File: config.mk
export PLATFORM = sky130hd
export DESIGN_NAME = pci_parity_guard
export DESIGN_NICKNAME = d
export VERILOG_FILES = /design/src/rtl/pchk_pkg.sv /design/src/rtl/pchk_lane.sv /design/src/rtl/pchk_status.sv /design/src/rtl/pci_parity_guard.sv
export SDC_FILE = /design/constraint.sdc
export NUM_CORES = 1
export LEC_CHECK = 0
export BUFFER_PORTS_ARGS = -buffer_cell sky130_fd_sc_hd__buf_2
export CAP_MARGIN = 20
export CORE_MARGIN = 2
export CORE_UTILIZATION = 34
export DETAILED_ROUTE_END_ITERATION = 8
export PLACE_DENSITY = 0.85
export SETUP_SLACK_MARGIN = 0.02
export SYNTH_ARGS = -nofsm -noshare
export SYNTH_HDL_FRONTEND = slang
export SYNTH_SLANG_ARGS = --single-unit
File: constraint.sdc
create_clock -name clk -period 2.35 [get_ports clk]
set_input_delay 0.1175 -clock clk [delete_from_list [all_inputs] [get_ports clk]]
set_output_delay 0.1175 -clock clk [all_outputs]
set_load 0.01 [all_outputs]
File: src/rtl/pchk_pkg.sv
package pchk_pkg;
   localparam int unsigned STAT_W      = 16;
   localparam int unsigned CMD_W       = 4;
   localparam logic [3:0]  CMD_SPECIAL = 4'b0001;
   // bit positions fixed by the configuration register layout
   localparam int unsigned STS_DET     = 15;
   localparam int unsigned STS_SIG     = 14;
   localparam int unsigned STS_DPR     = 8;
   localparam int unsigned CMD_SERR_EN = 8;
   localparam int unsigned CMD_PERR_EN = 6;
   localparam logic [STAT_W-1:0] STICKY_MASK =
      STAT_W'((1 << STS_DET) | (1 << STS_SIG) | (1 << STS_DPR));

   // device is the data receiver: target of a write or master of a read
   function automatic logic rx_side(input logic mst, input logic tgt,
                                    input logic [CMD_W-1:0] cmd);
      return (tgt && cmd[0]) || (mst && !cmd[0]);
   endfunction
endpackage

File: src/rtl/pchk_lane.sv
module pchk_lane #(
   parameter int unsigned VEC_W      = 36,
   parameter bit          FOLD_EARLY = 1'b1,
   parameter int unsigned TAG_W      = 1
) (
   input  logic             clk,
   input  logic             rst_n,
   input  logic             qual_i,
   input  logic [VEC_W-1:0] vec_i,
   input  logic             par_i,
   input  logic [TAG_W-1:0] tag_i,
   output logic             err_o,
   output logic [TAG_W-1:0] tag_o
);
   logic             pend_q;
   logic [TAG_W-1:0] tag_q;
   logic             held_par;

   generate
      if (FOLD_EARLY) begin : g_fold
         logic par_q;
         always_ff @(posedge clk) begin
            if (!rst_n) par_q <= 1'b0;
            else        par_q <= ^vec_i;
         end
         assign held_par = par_q;
      end else begin : g_wide
         logic [VEC_W-1:0] vec_q;
         always_ff @(posedge clk) begin
            if (!rst_n) vec_q <= '0;
            else        vec_q <= vec_i;
         end
         assign held_par = ^vec_q;
      end
   endgenerate

   always_ff @(posedge clk) begin
      if (!rst_n) begin
         pend_q <= 1'b0;
         tag_q  <= '0;
      end else begin
         pend_q <= qual_i;
         tag_q  <= tag_i;
      end
   end

   // even parity: folded vector plus late parity bit must xor to zero
   assign err_o = pend_q && (held_par ^ par_i);
   assign tag_o = tag_q;

   assert_err_after_qual_R1 : assert property (@(posedge clk) disable iff (!rst_n)
      err_o |-> $past(qual_i));
endmodule

File: src/rtl/pchk_status.sv
module pchk_status
   import pchk_pkg::*;
#(
   parameter int unsigned             W    = STAT_W,
   parameter logic [STAT_W-1:0]       MASK = STICKY_MASK
) (
   input  logic         clk,
   input  logic         rst_n,
   input  logic [W-1:0] set_i,
   input  logic         wr_i,
   input  logic [W-1:0] wdata_i,
   output logic [W-1:0] stat_o
);
   generate
      for (genvar b = 0; b < W; b++) begin : g_bit
         if (MASK[b]) begin : g_live
            logic q;
            always_ff @(posedge clk) begin
               if (!rst_n) q <= 1'b0;
               else        q <= set_i[b] | (q & ~(wr_i & wdata_i[b]));
            end
            assign stat_o[b] = q;
            assert_set_wins_R10 : assert property (@(posedge clk) disable iff (!rst_n)
               set_i[b] |=> stat_o[b]);
         end else begin : g_zero
            assign stat_o[b] = 1'b0;
         end
      end
   endgenerate

   logic unused_in;
   assign unused_in = ^(set_i & ~MASK[W-1:0]);
endmodule

File: src/rtl/pci_parity_guard.sv
module pci_parity_guard
   import pchk_pkg::*;
#(
   parameter int unsigned AD_W       = 32,
   parameter int unsigned BE_W       = 4,
   parameter bit          FOLD_EARLY = 1'b1
) (
   input  logic              clk,
   input  logic              rst_n,
   input  logic [AD_W-1:0]   ad_i,
   input  logic [BE_W-1:0]   cbe_n_i,
   input  logic              par_i,
   input  logic              frame_n_i,
   input  logic              irdy_n_i,
   input  logic              trdy_n_i,
   input  logic              is_master_i,
   input  logic              is_target_i,
   input  logic [CMD_W-1:0]  bus_cmd_i,
   input  logic [STAT_W-1:0] cmd_reg_i,
   input  logic              stat_wr_i,
   input  logic [STAT_W-1:0] stat_wdata_i,
   output logic [STAT_W-1:0] stat_o,
   output logic              serr_oe_o,
   output logic              perr_oe_o
);
   localparam int unsigned VEC_W = AD_W + BE_W;

   generate
      if (AD_W % 8 != 0 || AD_W == 0) begin : g_bad_ad
         $error("AD_W must be a nonzero multiple of 8");
      end
      if (BE_W * 8 != AD_W) begin : g_bad_be
         $error("BE_W must give one enable per byte of AD_W");
      end
   endgenerate

   logic             frame_q;
   logic             addr_start, data_qual;
   logic             a_err, d_err;
   logic             d_mst;
   logic             unused_a_tag;
   logic             serr_q, perr_q;
   logic [STAT_W-1:0] set_vec;
   logic [VEC_W-1:0] bus_vec;

   assign bus_vec    = {ad_i, cbe_n_i};
   assign addr_start = !frame_n_i && frame_q;
   assign data_qual  = !irdy_n_i && !trdy_n_i && (bus_cmd_i != CMD_SPECIAL)
                       && rx_side(is_master_i, is_target_i, bus_cmd_i);

   always_ff @(posedge clk) begin
      if (!rst_n) frame_q <= 1'b1;
      else        frame_q <= frame_n_i;
   end

   pchk_lane #(.VEC_W(VEC_W), .FOLD_EARLY(FOLD_EARLY), .TAG_W(1)) u_addr_lane (
      .clk(clk), .rst_n(rst_n), .qual_i(addr_start), .vec_i(bus_vec),
      .par_i(par_i), .tag_i(1'b0), .err_o(a_err), .tag_o(unused_a_tag));

   pchk_lane #(.VEC_W(VEC_W), .FOLD_EARLY(FOLD_EARLY), .TAG_W(1)) u_data_lane (
      .clk(clk), .rst_n(rst_n), .qual_i(data_qual), .vec_i(bus_vec),
      .par_i(par_i), .tag_i(is_master_i), .err_o(d_err), .tag_o(d_mst));

   always_ff @(posedge clk) begin
      if (!rst_n) begin
         serr_q <= 1'b0;
         perr_q <= 1'b0;
      end else begin
         serr_q <= a_err && cmd_reg_i[CMD_SERR_EN];
         perr_q <= d_err && cmd_reg_i[CMD_PERR_EN];
      end
   end

   always_comb begin
      set_vec          = '0;
      set_vec[STS_SIG] = a_err;
      set_vec[STS_DET] = d_err;
      set_vec[STS_DPR] = d_err && d_mst && cmd_reg_i[CMD_PERR_EN];
   end

   pchk_status u_status (
      .clk(clk), .rst_n(rst_n), .set_i(set_vec), .wr_i(stat_wr_i),
      .wdata_i(stat_wdata_i), .stat_o(stat_o));

   assign serr_oe_o = serr_q;
   assign perr_oe_o = perr_q;

   logic unused_cmd;
   assign unused_cmd = ^cmd_reg_i;

   assert_serr_from_frame_R2 : assert property (@(posedge clk) disable iff (!rst_n)
      serr_oe_o |-> $past(!frame_n_i, 2));
   assert_serr_gated_R3 : assert property (@(posedge clk) disable iff (!rst_n)
      serr_oe_o |-> $past(cmd_reg_i[CMD_SERR_EN]));
   assert_serr_one_clock_R3 : assert property (@(posedge clk) disable iff (!rst_n)
      serr_oe_o |=> !serr_oe_o);
   assert_serr_sticky_R4 : assert property (@(posedge clk) disable iff (!rst_n)
      serr_oe_o |-> stat_o[STS_SIG]);
   assert_perr_from_xfer_R5 : assert property (@(posedge clk) disable iff (!rst_n)
      perr_oe_o |-> $past(!irdy_n_i && !trdy_n_i, 2));
   assert_perr_gated_R7 : assert property (@(posedge clk) disable iff (!rst_n)
      perr_oe_o |-> $past(cmd_reg_i[CMD_PERR_EN]));
   assert_perr_sticky_R8 : assert property (@(posedge clk) disable iff (!rst_n)
      perr_oe_o |-> stat_o[STS_DET]);
   assert_dpr_with_det_R9 : assert property (@(posedge clk) disable iff (!rst_n)
      $rose(stat_o[STS_DPR]) |-> stat_o[STS_DET]);
endmodule

# After elaboration in Yosys (flattened, before gate mapping)
# Cells that the tools add are included.
# word_totals
n_memories	0
inputBits	81
elab_cells	42
ram_bits	0
latch_bits	0
output_inout_bits	18
regBits	10
mem_bits_ro	0
# op_classes
shift	0
n_eq_ne	1
add_sub_neg	0
n_div	0
mul	0
magnitude_cmp	0
n_reduce_logical	18
n_bitwise	13
n_mux	0
# op_table
op	n
parity 36 bit	1
logical AND 1 bit	12
bitwise AND 1 bit	6
zero test 1 bit	4
!= test 4 x 1 -> 1 bit, second input constant	1
inverter 1 bit	3
OR 1 bit	3
logical OR 1 bit	1
XOR 1 bit	1

# Longest topological paths before layout
# logic_depth
depth_word	5
depth_mapped	5
depth_no_buf	5

# Hierarchy
# A second synthesis with hierarchy kept.
# hier_totals
hier_cells	127
area_unflattened_um2	1208.7
# modules_own_cells
mod	seq_area_each_um2	cells_per_inst	n_inst	area_each_um2
pchk_lane	60.1	43	2	419.2
pchk_status	60.1	29	1	229.0
pci_parity_guard	60.1	12	1	141.4

# Least setup slack after synthesis
# OpenSTA, ideal clock, no wires.
# synth_path
kind	input port to flip-flop
from	input port ad_i[24]
to	register u_data_lane.g_fold.par_q
setup_slack_ns	1.090
arrival_ns	1.189
setup_ns	0.072
stages	5
t_required_ns	2.278
path_buffers	0
path_cell_list	xor2_1 > xnor2_1 > xnor3_1 > or2_2 > mux2i_1
# synth_via
elab_chain_cells	1
# synth_lines
element	line_no	text
start: declaration	pci_parity_guard.sv:10	input logic [AD_W-1:0] ad_i,
parity 36 bit	pchk_lane.sv:24	else par_q <= ^vec_i;
end signal: assignment	pchk_lane.sv:24	
end: declaration	pchk_lane.sv:21	logic par_q;
# Every way passes these cells.
# A chain may end at the register's enable or synchronous reset.

# Worst setup path after layout
# Same ends and word-level chain as after synthesis.

==> flow_summary.yaml <==
logic_synthesis:
  yosysMostFrequentCell: "xnor2_1"
  synth_seq_area_share_pct: 25.8
  ys_warn_count: 0
  avgSynthCellArea_sq_um: 9.59
  ys_top_cells_by_count: "25 x xnor2_1, 16 x buf_4, 10 x dfxtp_1, 5 x xor2_1, 4 x nand2_1"
  synth_top_cell_by_area: "xnor2_1"
  ys_types: 19
  synth_seq_cells: 10
  async_reset_ff_share_pct: 0
  synth_edf_count: 0
  yosysTopAreaCellShare_pct: 28.2
  ys.flop_type: "dfxtp_1"
  synthCells: 81
  synth.area.top_cells: "xnor2_1 28%, dfxtp_1 26%, buf_4 15%, xnor3_1 5.8%, xor2_1 5.6%"
  syn_area_sq_um: 777
clocking:
  htreeDepth: 1
  root_buffer: "clkbuf_4"
  post_cts_buffers: 0
  clk_pin_slew_ns: 0.06
  cts.sinks: 10
  clockBufferDepth: 2
  clock_latency_ns: 0.26
  cts_tree: "built"
  cts.repair.resized: 0
  holdBufCountCts: 0
  cts_buffers: 3
sta:
  fmax_mhz: 840
  min_period_over_period_pct: 50.6
  maxSlewViolCount: 0
  fin_worst_skew_ns: 0.00229
  fin_crit_ns: 1.19
  fin_setup_tns_ns: 0
  hold_violations: 0
  finalSetupViolations: 0
  rsz0062_at_grt: "no"
detailed_routing:
  avgRoutedWirePerCell_microns: 9.46
  viasPerCell: 4.25
  route.detailed.drc: 0
  drtPass1Iterations: 4
  ant_nets: 0
  wl_microns: 1570
  drtIter0Drc: 13
  num_vias: 705
worst_setup_path:
  cp-start-kind: "input pin"
  crit_required_ns: 2.54
  end_kind: "flop"
  rrSetupSlack_ns: 1.34
  cp.arrival_ns: 1.38
  r2r-end: "u_status.g_bit[8].g_live.q$_SDFF_PN0_"
  criticalPathCategory: "input pin to flop"
  reg2regPathDepth: 3
  r2r_start: "u_data_lane.g_fold.par_q$_SDFF_PN0_"
  path_max_fanout: 2
floorplan:
  die_y_microns: 51.8
  start_util_pct: 35.5
  rows: 17
  pin_count: 99
  dieArea_sq_um: 2680
  coreArea_sq_um: 2190
  fp.dieW_microns: 51.8
final_layout:
  antennaDiodeCount: 0
  area_delta_synth_final_pct: 35.1
  drive_above_1_share_pct: 45.7
  final_util_pct: 47.9
  fill_cells: 221
  fin_nets: 221
run:
  maxCapViolations: 0
grt:
  grt_pass1_wl_microns: 2360
  globalRoute.busiestLayer: "met2"
  gr-usage-met3_pct: 0
  first_global_vias: 674
  track_usage_pct: 11.8
  met1_usage_pct: 10.5
  grt-ovfl-total: 0
  grt_max_degree: 8
  grt_antenna_before_repair: 0
  grtUsageMet2_pct: 24.8
hold_path:
  hold_end: "u_data_lane.pend_q$_SDFF_PN0_"
  min_from: "irdy_n_i"
  hold_depth: 2
  min-delay-path-class: "input pin to flop"
place:
  port_buffers: 58
  dp_hpwl_microns: 1440
  routabilityCongestion: 0.716
pwr:
  p_leak_uw: 0.000543
  pwr_density_cell_nw_per_um2: 538
  vdd_drop_max_mv: 0.242
outcome:
  status: "finished, final reports clean"
-- critical path, cell delays in order --
cell	delay [ns]
buf_2	0.10
xor2_1	0.16
xnor2_1	0.17
xnor3_1	0.43
or2_2	0.28
mux2i_1	0.12
-- stage by stage --
stage                     hold WS, ns  worst slack [ns]  total power, uW  std cells  instance area [sq um]
after global routing           0.0464              1.03              599        166                   1050
after CTS                      0.0247              1.14              575        166                   1050
after detailed placement        0.305             0.867              459        163                   1030
after floorplan                 0.201              1.09              401         93                    822
final                          0.0281              1.16              565        166                   1050
after global placement          0.303             0.885              450        163                   1030
-- layout by cell type (no fill, tap or decap), types with 2 or more instances in the layout --
cell type   n
nand2b_1    2
clkbuf_4    3
xor2_1      5
xnor3_1     2
nor2_1      3
a22oi_1     2
xnor2_1    25
buf_2      58
nand2_1     4
conb_1     13
and4_1      2
dfxtp_1    10
inv_1       2
-- sequential cells by signal, indices dropped and copies added, names as in the netlist --
| register | cells |
|---|---|
| u_data_lane.tag_o | 1 |
| u_data_lane.pend_q | 1 |
| u_status.g_bit.g_live.q | 3 |
| u_addr_lane.pend_q | 1 |
| u_data_lane.g_fold.par_q | 1 |
| serr_oe_o | 1 |
| perr_oe_o | 1 |
| frame_q | 1 |
-- cell type report --
type | count | area, sq um | area share, %
inverter | 2 | 7.51 | 0.715
tap | 28 | 35.0 | 3.34
multi-input combinational | 65 | 494 | 47.1
timing repair buffer | 58 | 290 | 27.7
clock buffer | 3 | 22.5 | 2.15
sequential | 10 | 200 | 19.1
-- power breakdown --
part | internal (uW) | switching (uW)
registers | 184 | 5.61
clock network | 59.0 | 55.2
logic | 159 | 103
total | 401 | 164
-- layer usage --
| layer | wire length, microns | vias to the layer above |
|---|---|---|
| met5 | 0 | - |
| met4 | 21 | 0 |
| met3 | 144 | 4 |
| met2 | 906 | 47 |
| met1 | 498 | 307 |
| li1 | - | 347 |
-- logic make-up after synthesis --
family          after synthesis  share of synthesized area, %
xor+xnor                     33                          41.7
buf+inv                      18                          16.4
simple gates                 13                          8.86
flops                        10                          25.8
compound gates                5                          5.47
mux                           1                          1.29
other cells                   1                         0.483
-- worst max-delay path by stage --
| stage | slack, ns | end | cells past startpoint | start |
|---|---|---|---|---|
| floorplan | 1.09 | u_data_lane.g_fold.par_q$_SDFF_PN0_ | 5 | ad_i[24] |
| global placement | 0.89 | u_data_lane.g_fold.par_q$_SDFF_PN0_ | 6 | ad_i[24] |
| detailed placement | 0.87 | u_data_lane.g_fold.par_q$_SDFF_PN0_ | 6 | ad_i[24] |
| CTS | 1.14 | u_data_lane.g_fold.par_q$_SDFF_PN0_ | 6 | ad_i[24] |
| global route | 1.03 | u_data_lane.g_fold.par_q$_SDFF_PN0_ | 6 | ad_i[15] |
| finish | 1.16 | u_data_lane.g_fold.par_q$_SDFF_PN0_ | 6 | ad_i[24] |
Power figures use the tool's default switching activity.
